`src/rtl/dac_rx_pkg.sv`:
```
package dac_rx_pkg;
  localparam int SEL_W  = 2;
  localparam int CODE_W = 8;
  localparam int N_CH   = 1 << SEL_W;
  localparam int CMD_W  = SEL_W + 1 + CODE_W;
  localparam int CNT_W  = $clog2(CMD_W + 1);

  typedef struct packed {
    logic [SEL_W-1:0]  sel;
    logic              gain;
    logic [CODE_W-1:0] code;
  } cmd_t;
endpackage

```
`src/rtl/dac_rx_sync.sv`:
```
module dac_rx_sync #(
  parameter int W      = 4,
  parameter int STAGES = 2
) (
  input  logic         clk_i,
  input  logic         rst_ni,
  input  logic [W-1:0] async_i,
  output logic [W-1:0] sync_o
);
  logic [W-1:0] stg_q [STAGES];

  always_ff @(posedge clk_i or negedge rst_ni) begin
    if (!rst_ni) begin
      for (int s = 0; s < STAGES; s++) stg_q[s] <= '0;
    end else begin
      stg_q[0] <= async_i;
      for (int s = 1; s < STAGES; s++) stg_q[s] <= stg_q[s-1];
    end
  end

  assign sync_o = stg_q[STAGES-1];
endmodule

```
`src/rtl/dac_rx_fall.sv`:
```
module dac_rx_fall #(
  parameter int W = 3
) (
  input  logic         clk_i,
  input  logic         rst_ni,
  input  logic [W-1:0] lvl_i,
  output logic [W-1:0] fall_o
);
  logic [W-1:0] prev_q;

  always_ff @(posedge clk_i or negedge rst_ni) begin
    if (!rst_ni) prev_q <= '0;
    else         prev_q <= lvl_i;
  end

  assign fall_o = prev_q & ~lvl_i;
endmodule

```
`src/rtl/dac_rx_shift.sv`:
```
module dac_rx_shift
  import dac_rx_pkg::*;
(
  input  logic             clk_i,
  input  logic             rst_ni,
  input  logic             bit_stb_i,
  input  logic             bit_i,
  input  logic             latch_i,
  output logic             wr_o,
  output logic             short_o,
  output cmd_t             cmd_o,
  output logic [CNT_W-1:0] cnt_o
);
  logic [CMD_W-1:0] sh_q, sh_nxt;
  logic [CNT_W-1:0] cnt_q, cnt_nxt;

  always_comb begin
    sh_nxt  = sh_q;
    cnt_nxt = cnt_q;
    if (bit_stb_i) begin
      sh_nxt = {sh_q[CMD_W-2:0], bit_i};
      if (cnt_q != CNT_W'(CMD_W)) cnt_nxt = cnt_q + 1'b1;  // saturate
    end
  end

  always_ff @(posedge clk_i or negedge rst_ni) begin
    if (!rst_ni) begin
      sh_q  <= '0;
      cnt_q <= '0;
    end else begin
      sh_q  <= sh_nxt;
      cnt_q <= latch_i ? '0 : cnt_nxt;
    end
  end

  assign wr_o    = latch_i && (cnt_nxt == CNT_W'(CMD_W));
  assign short_o = latch_i && (cnt_nxt != CNT_W'(CMD_W));
  assign cmd_o   = cmd_t'(sh_nxt);
  assign cnt_o   = cnt_q;
endmodule

```
`src/rtl/dac_rx_bank.sv`:
```
module dac_rx_bank
  import dac_rx_pkg::*;
(
  input  logic                         clk_i,
  input  logic                         rst_ni,
  input  logic                         wr_i,
  input  cmd_t                         cmd_i,
  input  logic                         hold_i,
  input  logic                         xfer_i,
  output logic [N_CH-1:0][CODE_W-1:0]  code_o,
  output logic [N_CH-1:0]              gain_o
);
  for (genvar c = 0; c < N_CH; c++) begin : g_ch
    logic [CODE_W-1:0] in_code_q, out_code_q;
    logic              in_gain_q, out_gain_q;
    logic              hit;

    assign hit = wr_i && (cmd_i.sel == SEL_W'(c));

    always_ff @(posedge clk_i or negedge rst_ni) begin
      if (!rst_ni) begin
        in_code_q  <= '0;
        in_gain_q  <= 1'b0;
        out_code_q <= '0;
        out_gain_q <= 1'b0;
      end else begin
        if (hit) begin
          in_code_q <= cmd_i.code;
          in_gain_q <= cmd_i.gain;
        end
        if (xfer_i) begin
          out_code_q <= in_code_q;
          out_gain_q <= in_gain_q;
        end
        // immediate path wins over a coincident transfer
        if (hit && !hold_i) begin
          out_code_q <= cmd_i.code;
          out_gain_q <= cmd_i.gain;
        end
      end
    end

    assign code_o[c] = out_code_q;
    assign gain_o[c] = out_gain_q;
  end
endmodule

```
`src/rtl/dac_cmd_rx.sv`:
```
module dac_cmd_rx
  import dac_rx_pkg::*;
#(
  parameter int SYNC_STAGES = 2
) (
  input  logic                   clk_i,
  input  logic                   rst_ni,
  input  logic                   sclk_i,
  input  logic                   sdata_i,
  input  logic                   load_i,
  input  logic                   ldac_i,
  output logic [N_CH*CODE_W-1:0] code_o,
  output logic [N_CH-1:0]        gain_o,
  output logic                   err_o
);
  logic [3:0]             lvl;
  logic [2:0]             falls;
  logic                   sclk_fall, load_fall, ldac_fall, ldac_lvl;
  logic                   wr_stb, short_stb;
  cmd_t                   cmd;
  logic [CNT_W-1:0]       bit_cnt;
  logic [N_CH-1:0][CODE_W-1:0] codes;
  logic                   err_q;

  dac_rx_sync #(.W(4), .STAGES(SYNC_STAGES)) u_sync (
    .clk_i, .rst_ni,
    .async_i({ldac_i, load_i, sdata_i, sclk_i}),
    .sync_o (lvl)
  );

  dac_rx_fall #(.W(3)) u_fall (
    .clk_i, .rst_ni,
    .lvl_i ({lvl[3], lvl[2], lvl[0]}),
    .fall_o(falls)
  );

  assign sclk_fall = falls[0];
  assign load_fall = falls[1];
  assign ldac_fall = falls[2];
  assign ldac_lvl  = lvl[3];

  dac_rx_shift u_shift (
    .clk_i, .rst_ni,
    .bit_stb_i(sclk_fall),
    .bit_i    (lvl[1]),
    .latch_i  (load_fall),
    .wr_o     (wr_stb),
    .short_o  (short_stb),
    .cmd_o    (cmd),
    .cnt_o    (bit_cnt)
  );

  dac_rx_bank u_bank (
    .clk_i, .rst_ni,
    .wr_i  (wr_stb),
    .cmd_i (cmd),
    .hold_i(ldac_lvl),
    .xfer_i(ldac_fall),
    .code_o(codes),
    .gain_o
  );

  always_ff @(posedge clk_i or negedge rst_ni) begin
    if (!rst_ni)        err_q <= 1'b0;
    else if (short_stb) err_q <= 1'b1;
    else if (wr_stb)    err_q <= 1'b0;
  end

  assign code_o = codes;
  assign err_o  = err_q;
endmodule

```
`config.mk`:
```
export PLATFORM = sky130hd
export DESIGN_NAME = dac_cmd_rx
export DESIGN_NICKNAME = d
export VERILOG_FILES = /design/src/rtl/dac_rx_pkg.sv /design/src/rtl/dac_rx_sync.sv /design/src/rtl/dac_rx_fall.sv /design/src/rtl/dac_rx_shift.sv /design/src/rtl/dac_rx_bank.sv /design/src/rtl/dac_cmd_rx.sv
export SDC_FILE = /design/constraint.sdc
export NUM_CORES = 1
export LEC_CHECK = 0
export BUFFER_PORTS_ARGS = -buffer_cell sky130_fd_sc_hd__buf_2
export CAP_MARGIN = 20
export CORE_UTILIZATION = 63
export DETAILED_ROUTE_END_ITERATION = 7
export GPL_TIMING_DRIVEN = 0
export PLACE_DENSITY = 0.92
export SLEW_MARGIN = 30
export SYNTH_ARGS = -nofsm -noshare
export SYNTH_HDL_FRONTEND = slang
export SYNTH_SLANG_ARGS = --single-unit
```
`constraint.sdc`:
```
create_clock -name clk_i -period 4.05 [get_ports clk_i]
set_input_delay 0.405 -clock clk_i [delete_from_list [all_inputs] [get_ports clk_i]]
set_output_delay 0.405 -clock clk_i [all_outputs]
set_load 0.02 [all_outputs]
```
# --- After elaboration in Yosys (flattened, before gate mapping) ---
# Index checks and enable logic that the tools add are counted.
# W data, S select, Z words.
word_totals:
  word_cells: 70
  in_bits: 6
  regBits: 99
  out_inout_bits: 37
classes:
  n_eq_ne: 6
  bitwise: 2
  n_reduce_logical: 17
  add_sub_neg: 1
  mux: 22
ops:
  columns: ["operator", "n"]
  rows:
  - ["$mux W8", 8]
  - ["$mux W4", 3]
  - ["$mux W11", 1]
  - ["$logic_and A1 B1 Y1", 10]
  - ["$mux W1", 10]
  - ["$reduce_bool A2 Y1", 5]
  - ["$ne A4 B4 Y1 const B", 2]
  - ["$add A4 B1 Y4 const B", 1]
  - ["$eq A2 B2 Y1 const B", 2]
  - ["$eq A4 B4 Y1 const B", 1]
  - ["$and A3 B3 Y3", 1]
  - ["$not A3 Y3", 1]
  - ["$eq A2 B1 Y1 const B", 1]
  - ["$logic_not A2 Y1", 1]
  - ["$logic_not A1 Y1", 1]

# --- Logic depth before layout (Yosys ltp) ---
# Gate-level depths: netlist of the first run.
logic_depth:
  depth_word: 8
  depth_mapped: 9
  mapped_depth_nobuf: 6

# --- Modules after synthesis ---
# Synthesis of the first run repeated with hierarchy kept, for this count alone.
hier_totals:
  hier_cells: 281
  area_unflattened_um2: 4290.4
by_module_without_submodules:
  columns: ["module", "n_inst", "cells_per_inst", "seq_area_each_um2", "area_each_um2"]
  rows:
  - ["dac_rx_bank", 1, 203, 1801.7, 3218.1]
  - ["dac_rx_shift", 1, 57, 375.4, 689.4]
  - ["dac_rx_sync", 1, 12, 200.2, 230.2]
  - ["dac_rx_fall", 1, 6, 75.1, 116.4]
  - ["dac_cmd_rx", 1, 3, 25.0, 36.3]

# --- Worst setup path after synthesis of the first run ---
# Ideal clock, no wire load.
synth_timing:
  path_kind: "register -> register"
  start: "register u_shift.cnt_q[0] (netlist: u_shift.cnt_o[0])"
  end: "register u_bank.g_ch[3].in_code_q[7]"
  synth_period_minus_slack_ns: 2.282
  arrival_ns: 2.157
  n_path_buf: 1
  slack_ns: 1.768
  required_time_ns: 3.925
  setup_time_ns: 0.125
  stages_incl_launch_ff: 8
  path_cell_list: "dfrtp_1 ha_1 nand3b_1 and4b_1 o221ai_2 nor3_2 buf_6 mux2_2"
synth_via:
  elab_chain_cells: 6
  word_cells_on_any_way: 7
  cone_classes: "add/sub: 1; eq/ne: 2; mux: 2; reduce/logical: 2"
synth_rtl:
  columns: ["item", "line_no", "text"]
  rows:
  - ["start, declared", "dac_rx_shift.sv:15", "logic [CNT_W-1:0] cnt_q, cnt_nxt;"]
  - ["start signal, assigned", "dac_rx_shift.sv:32", "cnt_q <= latch_i ? '0 : cnt_nxt;"]
  - ["$add A4 B1 Y4 or $ne A4 B4 Y1 (tied branches)", "dac_rx_shift.sv:22", "if (cnt_q != CNT_W'(CMD_W)) cnt_nxt = cnt_q + 1'b1;"]
  - ["$mux W4", "dac_rx_shift.sv:22", null]
  - ["$mux W4 *", "dac_rx_shift.sv:20", "if (bit_stb_i) begin"]
  - ["$eq A4 B4 Y1 *", "dac_rx_shift.sv:36", "assign wr_o = latch_i && (cnt_nxt == CNT_W'(CMD_W));"]
  - ["$logic_and A1 B1 Y1 *", "dac_rx_shift.sv:36", null]
  - ["$logic_and A1 B1 Y1 *", "dac_rx_bank.sv:18", "assign hit = wr_i && (cmd_i.sel == SEL_W'(c));"]
  - ["end signal, assigned", "dac_rx_bank.sv:28", "in_code_q <= cmd_i.code;"]
  - ["end, declared", "dac_rx_bank.sv:14", "logic [CODE_W-1:0] in_code_q, out_code_q;"]
# Every way passes the cells marked *; elsewhere a longest branch is shown, timed or not.
# A chain may end at the register's enable or synchronous reset.

# --- Worst setup path after layout of the first run ---
# Same ends and word-level chain as after synthesis.

==> reports/results.env, run 1 <==
PERIOD_SHARE_PCT=68.4
WORST_PIN_SLEW_NS=0.855
TOTAL_SWITCHING_POWER_uW=681
STATUS='finished, violations left'
CTS-BUFFERS-INSERTED=9
CPPEAKSTAGEDELAY_NS=0.60
MIN_PATH_TYPE='in -> reg'
CRITPATHBUFINV=1
SETUP_TNS_NS=0
DP_HPWL_MM=6.01
DRIVE_ABOVE_1_SHARE_PCT=37.5
CLKTRANSATPATHREGS_NS=0.09
CPLARGESTDELAYFAMILY='simple AND/OR/NAND/NOR gates'
YOSYS-TOP-CELLS-AREA='dfrtp_1 (58%), mux2_2 (12%), a221o_1 (6.3%)'
DR.PASS1.ITERS=7
SYN_NETS=324
WHS_NS=0.155
VIA_COUNT=2966
POST_SYNTH_MOST_FREQUENT_CELLS='dfrtp_1 (99), mux2_2 (45), a221o_1 (27), nor2_1 (14), nand2_1 (13)'
DRT-TOTAL-WL_MM=9.21
RSZ_0062_RAISED_AFTER_GLOBAL_ROUTING='false'
CRITPATHARRIVALTIME_NS=3.02
DRT-INITIAL-DRC-COUNT=252
WORST_SETUP_PATH_CATEGORY='reg -> reg'
WORSTSKEWPAIRLATENCY_NS=0.35
VIOLATIONS_IN_THE_FINAL_REPORTS='design-rule violations'
DESIGN.PORTCOUNT=43
POST-SYNTH-TOP-COUNT-CELL='dfrtp_1'
SYNTH_ENABLE_FLOP_CELLS=0
POSTPLACECELLAREA_SQ_UM=4620
GP_CONGESTION=0.910
GRT_ANTENNA_BEFORE_REPAIR=0
CRITICAL_PATH.REG2REG.STARTPOINT='u_shift.cnt_o[0]'
PWR_DENSITY_CELL_nW_PER_UM2=453
CLOCK_TREE.HTREE_LEVEL_COUNT=3
CTS_TREE='done'
WORSTSETUPSTARTPOINTTYPE='flop'
STARTING_DENSITY_PCT=66.3
GRT_MAX_DEGREE=60
SYN2LAYOUT_AREA_GROWTH_PCT=13.0
NETS=379
ROWS=29
CTS.ROOT.BUFFER_CELL='clkbuf_8'
ROUTE.ANTENNA.REMAINING_NETS=0
CLOCK_SKEW_NS=0.00652
LARGEST_FANOUT_OF_ANY_NET_ON_THE_CRITICAL_PATH=10
SYNTH_TOP_CELL_BY_AREA='dfrtp_1'
SYNTHDOMINANTCELLAREASHARE_PCT=57.8
FILLCELLCOUNT=426
TOTAL_LEAKAGE_POWER_uW=0.00235
PORT_BUFFERS=42
GLOBAL_ROUTE.OVERFLOW_TOTAL=0
REPORT.FINAL.SLEW_VIOL_COUNT=0
NETSWITCHINGFRACTION_PCT=31.1
SYNTH_TOP_FLOP_CELL='dfrtp_1'
CRITICAL_PATH.ENDPOINT_TYPE='flop'
WORST_SLEW_MARGIN_REL_PCT=42.7
VDD_IR_DROP_MAX_uV=292
FLOORPLAN.DIE.HEIGHT_UM=84.5
FINALWORSTPATHREQUIREDPERIOD_NS=2.77
ROUTE.DETAILED.WL_PER_INST_UM=20.3
SYNTHESIS.INSTANCES=317
GRT_FIRST_PASS_WIRELENGTH_MM=15.2
TOTALPOWERFINAL_uW=2190
ACHIEVABLE_FREQ_MHz=361
YOSYS_WARNINGS=0
GLOBAL_ROUTE.USAGE.TOTAL_PCT=28.3
POWER_FRAC_COMB_PCT=19.2
FLOORPLAN.DIE_AREA_SQ_UM=7130
P_CLK_SHARE_PCT=30.5
POST_ROUTE_CELL_AREA_SQ_UM=4840
HOLD_VIOLATIONS=0
YS_SEQ_ELEMENTS=99
POSTSYNTHAREAPERCELL_SQ_UM=13.5
INTERNAL-POWER_uW=1510
ANTENNA_CELLS=0
FINAL_CRITICAL_PATH_SETUP_SLACK_NS=1.28
FLOORPLAN.CORE_AREA_SQ_UM=6460
SETUP_VIOL=0
WORST_SETUP_PATH_STARTPOINT='u_shift.cnt_o[0]'
WORSTPATHCELLLIST='ha_1 > nand3b_1 > a21oi_1 > o221ai_2 > nor3_2 > buf_6 > mux2_2'
DP_SLACK_NS=1.36
SHARE_SEQ_OF_TOTAL_POWER_PCT=50.3
HOLDCRITSTARTPOINT='sclk_i'
POST_DRT_VIA_CELL_RATIO=6.55
NUMCLOCKSINKS=99
CLOCK_PATH_BUFFERS=2
WORST_EP_REQUIRED_TIME_NS=4.30
CAP_VIOL_MAX_COUNT=0
YOSYSUNIQUECELLTYPES=38
GRT_PASS1_VIAS=2938
DETAIL_ROUTE.DRC_VIOLATIONS=8
SYN_AREA_SQ_UM=4280
ASYNCSETRESETFLOPFRACSYNTH_PCT=100
SYNTH-SEQ-AREA-SHARE_PCT=57.8
CHIPWIDTH_UM=84.5
CRITICAL_PATH.SLOWEST_CELL='nor3_2'
[cell families (layout without fill, tap and decap cells)]
logic type                 count (synthesis)  in the layout  synth area share (%)
AOI/OAI and AO/OA                         63             63                  14.4
muxes                                     47             47                  12.9
DFF                                       99             99                  57.8
buffers and inverters                     24             83                  3.04
xor gates and xnor gates                   2              2                 0.409
adders and majority gates                  1              1                 0.292
and+or+nand+nor                           81             81                  11.1
[path summary, 6_finish.rpt]
path | end | slack (ns) | depth (start not counted)
min reg2reg | u_sync.sync_o[0] | 0.35 | 0
max in group asynchronous | u_bank.g_ch[1].out_code_q[1] | 2.93 | 3
min | u_sync.stg_q[4] | 0.16 | 1
max reg2reg | u_bank.g_ch[3].in_code_q[7] | 1.28 | 7
min in group asynchronous | u_sync.stg_q[6] | 0.53 | 2
max | u_bank.g_ch[3].in_code_q[7] | 1.28 | 7
[state kept, by name (all words and copies together), names as in the netlist]
signal / flops
u_sync.sync_o: 4
u_fall.prev_q: 3
u_bank.g_ch.in_code_q: 32
err_o: 1
u_bank.g_ch.in_gain_q: 4
u_sync.stg_q: 4
u_bank.g_ch.out_code_q: 32
u_shift.cnt_o: 4
u_bank.g_ch.out_gain_q: 4
u_shift.sh_q: 11
[per-stage QoR]
step	instances	util (%)
floorplan	317	-
global placement	436	71.1
detailed placement	437	71.6
CTS	453	75.0
global route	453	75.0
finish	453	75.0
[area by class of cell]
| type | instances | area (sq um) | area share, % |
|---|---|---|---|
| flip-flops and latches | 99 | 2480 | 51.2 |
| multi-input cells | 194 | 1680 | 34.6 |
| repair buffers | 44 | 254 | 5.25 |
| clock buffers | 11 | 131 | 2.71 |
| plain buffers | 22 | 123 | 2.53 |
| well taps | 77 | 96.3 | 1.99 |
| clock inverters | 4 | 76.3 | 1.58 |
| inverters | 2 | 7.51 | 0.155 |
[cell usage in the layout, fill, tap and decap left out, drive strengths merged]
master,count
dfrtp,99
dlygate4sd3,1
nand4,1
a31oi,13
nand3b,2
and4,9
nor2b,4
o21a,1
a211oi,1
a21o,2
nand2b,10
a21oi,5
nand2,13
nor2,14
nand3,10
and3,10
clkbuf,21
xor2,2
and4b,1
a2111oi,2
mux2i,2
bufinv,2
a221o,27
buf,55
nor3,4
a21bo,1
o221a,10
o221ai,1
mux2,45
clkinvlp,1
inv,2
ha,1
nand4b,2
or3,1
clkinv,1
[timing repair]
| action | CTS | global route |
|---|---|---|
| hold buffers | 1 | 0 |
| resized for setup | 0 | 0 |
| buffers inserted | 0 | 0 |
| hold endpoints to repair | 40 | 0 |
[routing by layer]
metal	routed length [um]	vias to the layer above	track usage, %
met1	3800	1507	38.1
met2	4540	115	44.8
li1	-	1320	-
met3	635	24	4.72
met5	0	-	0
met4	240	0	15.1
[worst register-to-register path, stage by stage, from the launching register on]
cell      delay (ns)
dfrtp_1         0.48
ha_1            0.22
nand3b_1        0.20
a21oi_1         0.33
o221ai_2        0.26
nor3_2          0.61
buf_6           0.24
mux2_2          0.34
[power groups by stage]
stage          logic, uW  registers (uW)  clock network, uW
2_1_floorplan        252            1120                  0
3_3_place_gp         391            1120                  0
3_5_place_dp         413            1120                  0
4_1_cts              413            1100                678
5_1_grt              444            1110                710
6_report             421            1100                668
No activity file was read; power rests on OpenSTA's default activity.
==> inputs of run 2 (changes only) <==
ABC_AREA = 1   (was unset)
CORE_UTILIZATION = 53   (was 63)
PLACE_DENSITY = 0.84   (was 0.92)
clock period = 2.5 ns   (was 4.05 ns; I/O delays follow)
==> reports/results.env, run 2 <==
CPMOSTUSEDCELL='nand3_1'
WORST_EP_REQUIRED_TIME_NS=2.80  # was 4.30 ns
LARGEST_FANOUT_OF_ANY_NET_ON_THE_CRITICAL_PATH=10  # unchanged
DESIGN.PORTCOUNT=43  # unchanged
FILLCELLCOUNT=636  # was 426
YOSYS.AREA_SHARE.ADDER_PCT=0.294  # was 0.292%
SYNTHESIS.INSTANCES=461  # was 317
SYN_AREA_SQ_UM=4260  # was 4280 sq um
GRT_MAX_DEGREE=65  # was 60
NETS=527  # was 379
DRT-INITIAL-DRC-COUNT=282  # was 252
NUMCLOCKSINKS=99  # unchanged
POST_ROUTE_CELL_AREA_SQ_UM=4870  # was 4840 sq um
FINALWORSTPATHREQUIREDPERIOD_NS=2.13  # was 2.77 ns
CTSRESIZECOUNT=0  # unchanged
WORSTSKEWPAIRLATENCY_NS=0.37  # was 0.35 ns
GRT_PASS1_VIAS=3249  # was 2938
POST_DRT_VIA_CELL_RATIO=5.36  # was 6.55
POST_CTS_BUFFERS=0  # unchanged
WORST_SLEW_MARGIN_REL_PCT=66.2  # was 42.7%
VIA_COUNT=3363  # was 2966
POST_SYNTH_MOST_FREQUENT_CELLS='nand2_1 (156), nand3_1 (113), dfrtp_1 (99), inv_1 (15), o21ai_1 (10)'  # was dfrtp_1 (99), mux2_2 (45), a221o_1 (27), nor2_1 (14), nand2_1 (13)
SYNTH_COMPOUND_AREA_SHARE_PCT=2.20  # was 14.4%
VDD_IR_DROP_MAX_uV=292  # about the same
YOSYSUNIQUECELLTYPES=24  # was 38
CLOCK_SKEW_NS=0.0146  # was 0.00652 ns
SETUP_VIOL=0  # unchanged
WORSTREGTOREGCELLS=7  # unchanged
PWR_DENSITY_CELL_nW_PER_UM2=611  # was 453 nW/um^2
REGTOREGSETUPSLACK_NS=0.37  # was 1.28 ns
GRT_FIRST_PASS_WIRELENGTH_MM=15.6  # was 15.2 mm
ROUTE.DETAILED.WL_PER_INST_UM=14.9  # was 20.3 um
HOLD_BUFFERS=5  # was 1
SYNTH_TOP_FAMILY_BY_AREA='simple AND/OR/NAND/NOR gates'  # was compound AO/OA/AOI/OAI gates
DRT-TOTAL-WL_MM=9.34  # was 9.21 mm
LARGEST_REGISTERS='u_bank.g_ch.in_code_q (32), u_bank.g_ch.out_code_q (32), u_shift.sh_q (11)'  # unchanged
CAP_VIOL_MAX_COUNT=0  # unchanged
SYNTH_TOP_FLOP_CELL='dfrtp_1'  # unchanged
SYNTH-XOR-AREA-SHARE_PCT=0  # was 0.409%
WORSTPATHCELLLIST='buf_2 > inv_2 > nand2_1 > inv_1 > clkbuf_1 > nand3_1 > nand3_1'  # was ha_1 > nand3b_1 > a21oi_1 > o221ai_2 > nor3_2 > buf_6 > mux2_2
CLOCK_TREE.HTREE_LEVEL_COUNT=3  # unchanged
FLOORPLAN.DIE.HEIGHT_UM=91.7  # was 84.5 um
YOSYS_WARNINGS=0  # unchanged
MULTI_INPUT_COMB_AREA_SQ_UM=1570  # was 1680 sq um
SYN2LAYOUT_AREA_GROWTH_PCT=14.2  # was 13.0%
ACHIEVABLE_FREQ_MHz=469  # was 361 MHz
LAYOUT.CELLS.MOST_COMMON_LIST='nand2_1 (156), nand3_1 (113), dfrtp_1 (99)'  # was dfrtp_1 (99), mux2_2 (45), buf_2 (45)
CPPEAKSTAGEDELAY_NS=0.45  # was 0.60 ns
GRT_ANTENNA_BEFORE_REPAIR=0  # unchanged
SYNTH-SEQ-AREA-SHARE_PCT=58.1  # was 57.8%
MIN_PATH_TYPE='in -> async'  # was in -> reg
CTS.ROOT.BUFFER_CELL='clkbuf_8'  # unchanged
CPLARGESTDELAYFAMILY='buffers and inverters'  # was simple AND/OR/NAND/NOR gates
POSTSYNTHAREAPERCELL_SQ_UM=9.25  # was 13.5 sq um
SETUP_TNS_NS=0  # unchanged
SYN_NETS=468  # was 324
TOTALPOWERFINAL_uW=2980  # was 2190 uW
WORSTSETUPSTARTPOINTTYPE='flop'  # unchanged
CLOCK_PATH_BUFFERS=2  # unchanged
PORT_BUFFERS=42  # unchanged
CRITICAL_PATH.ENDPOINT_TYPE='flop'  # unchanged
DRIVE_ABOVE_1_SHARE_PCT=20.4  # was 37.5%
GLOBAL_ROUTE.OVERFLOW_TOTAL=0  # unchanged
CRITPATHBUFINV=4  # was 1
ANTENNA_CELLS=0  # unchanged
RSZ_0062_RAISED_AFTER_GLOBAL_ROUTING='false'  # unchanged
WORSTSETUPPATHDEPTH=7  # unchanged
POST-SYNTH-TOP-COUNT-CELL='nand2_1'  # was dfrtp_1
CRITPATHARRIVALTIME_NS=2.43  # was 3.02 ns
TOTAL_LEAKAGE_POWER_uW=0.00260  # was 0.00235 uW
YOSYS-TOP-CELLS-AREA='dfrtp_1 (58%), nand2_1 (14%), nand3_1 (13%)'  # was dfrtp_1 (58%), mux2_2 (12%), a221o_1 (6.3%)
ASYNCSETRESETFLOPFRACSYNTH_PCT=100  # unchanged
STATUS='finished clean'  # was finished, violations left
YS_SEQ_ELEMENTS=99  # unchanged
ROWS=32  # was 29
DR.PASS1.ITERS=5  # was 7
CTS_TREE='done'  # unchanged
FLOORPLAN.CORE_AREA_SQ_UM=7770  # was 6460 sq um
POSTPLACECELLAREA_SQ_UM=4630  # was 4620 sq um
REPORT.FINAL.SLEW_VIOL_COUNT=0  # unchanged
STARTING_DENSITY_PCT=54.9  # was 66.3%
CHIPWIDTH_UM=91.7  # was 84.5 um
GP_CONGESTION=0.810  # was 0.910
FLOORPLAN.DIE_AREA_SQ_UM=8410  # was 7130 sq um
PERIOD_SHARE_PCT=85.2  # was 68.4%
WORST_SETUP_PATH_CATEGORY='reg -> reg'  # unchanged
FINAL-SEQ-AREA_SQ_UM=2480  # unchanged
GLOBAL_ROUTE.USAGE.TOTAL_PCT=24.1  # was 28.3%
CRITICAL_PATH.SLOWEST_CELL='clkbuf_1'  # was nor3_2
SYNTHDOMINANTCELLAREASHARE_PCT=58.1  # was 57.8%
SYNTH-SIMPLE-AREA-SHARE_PCT=34.4  # was 11.1%
ROUTE.ANTENNA.REMAINING_NETS=0  # unchanged
CTS-BUFFERS-INSERTED=9  # unchanged
SYNTH_TOP_CELL_BY_AREA='dfrtp_1'  # unchanged
DETAIL_ROUTE.DRC_VIOLATIONS=0  # was 8
DP_HPWL_MM=6.31  # was 6.01 mm
SYNTH_ENABLE_FLOP_CELLS=0  # unchanged
LAYOUT_COMMONEST_CELL='nand2_1'  # was dfrtp_1
PORTION_OF_NETLIST_AREA_OCCUPIED_BY_MUX_CELLS_PCT=0  # was 12.9%
CLKTRANSATPATHREGS_NS=0.10  # was 0.09 ns
HOLD_VIOLATIONS=0  # unchanged
WORST_PIN_SLEW_NS=0.508  # was 0.855 ns
## run 2: cell type report
cell class	count	area share [%]
well taps	102	2.62
flip-flops and latches	99	50.9
inverters	23	1.77
plain buffers	21	2.60
multi-input cells	318	32.3
clock inverters	5	0.899
clock buffers	11	2.90
repair buffers	48	6.04
## run 2: final timing paths
path,from,to
worst max-delay path,u_sync.sync_o[3],u_bank.g_ch[3].out_code_q[1]
worst min-delay path,rst_ni,u_bank.g_ch[0].out_code_q[7]
worst max register to register,u_sync.sync_o[3],u_bank.g_ch[3].out_code_q[1]
worst min register to register,u_sync.stg_q[5],u_sync.sync_o[1]
max in group asynchronous,rst_ni,u_fall.prev_q[0]
min in group clk_i,u_sync.stg_q[5],u_sync.sync_o[1]
## run 2: power by group
part / internal [uW] / switching (uW) / leakage, uW
combinational: 65.2 / 253 / 0.00117
clock: 404 / 573 / 0.0000885
sequential: 1650 / 29.2 / 0.00134
total: 2120 / 856 / 0.00260
## run 2: routing by layer
metal | track usage, % | up-vias | part of all wire (%)
met4 | 10.6 | 0 | 2.1
met1 | 33.8 | 1604 | 44
met2 | 37.3 | 116 | 47
met5 | 0 | - | 0
met3 | 3.98 | 19 | 6.1
li1 | - | 1624 | -
## run 2: cell families after synthesis
group | Yosys count
DFF | 99
AOI/OAI and AO/OA | 16
adders and majority gates | 1
and+or+nand+nor | 301
buffers and inverters | 44
## run 2: through the flow
| stage | std cells | hold slack [ns] | util, % | setup WS, ns |
|---|---|---|---|---|
| after floorplan | 461 | -0.0456 | - | 0.777 |
| after global placement | 605 | 0.333 | 59.2 | 0.262 |
| after detailed placement | 606 | 0.166 | 59.7 | 0.430 |
| after CTS | 627 | 0.332 | 62.7 | 0.408 |
| after global routing | 627 | 0.358 | 62.7 | 0.206 |
| final | 627 | 0.322 | 62.7 | 0.370 |
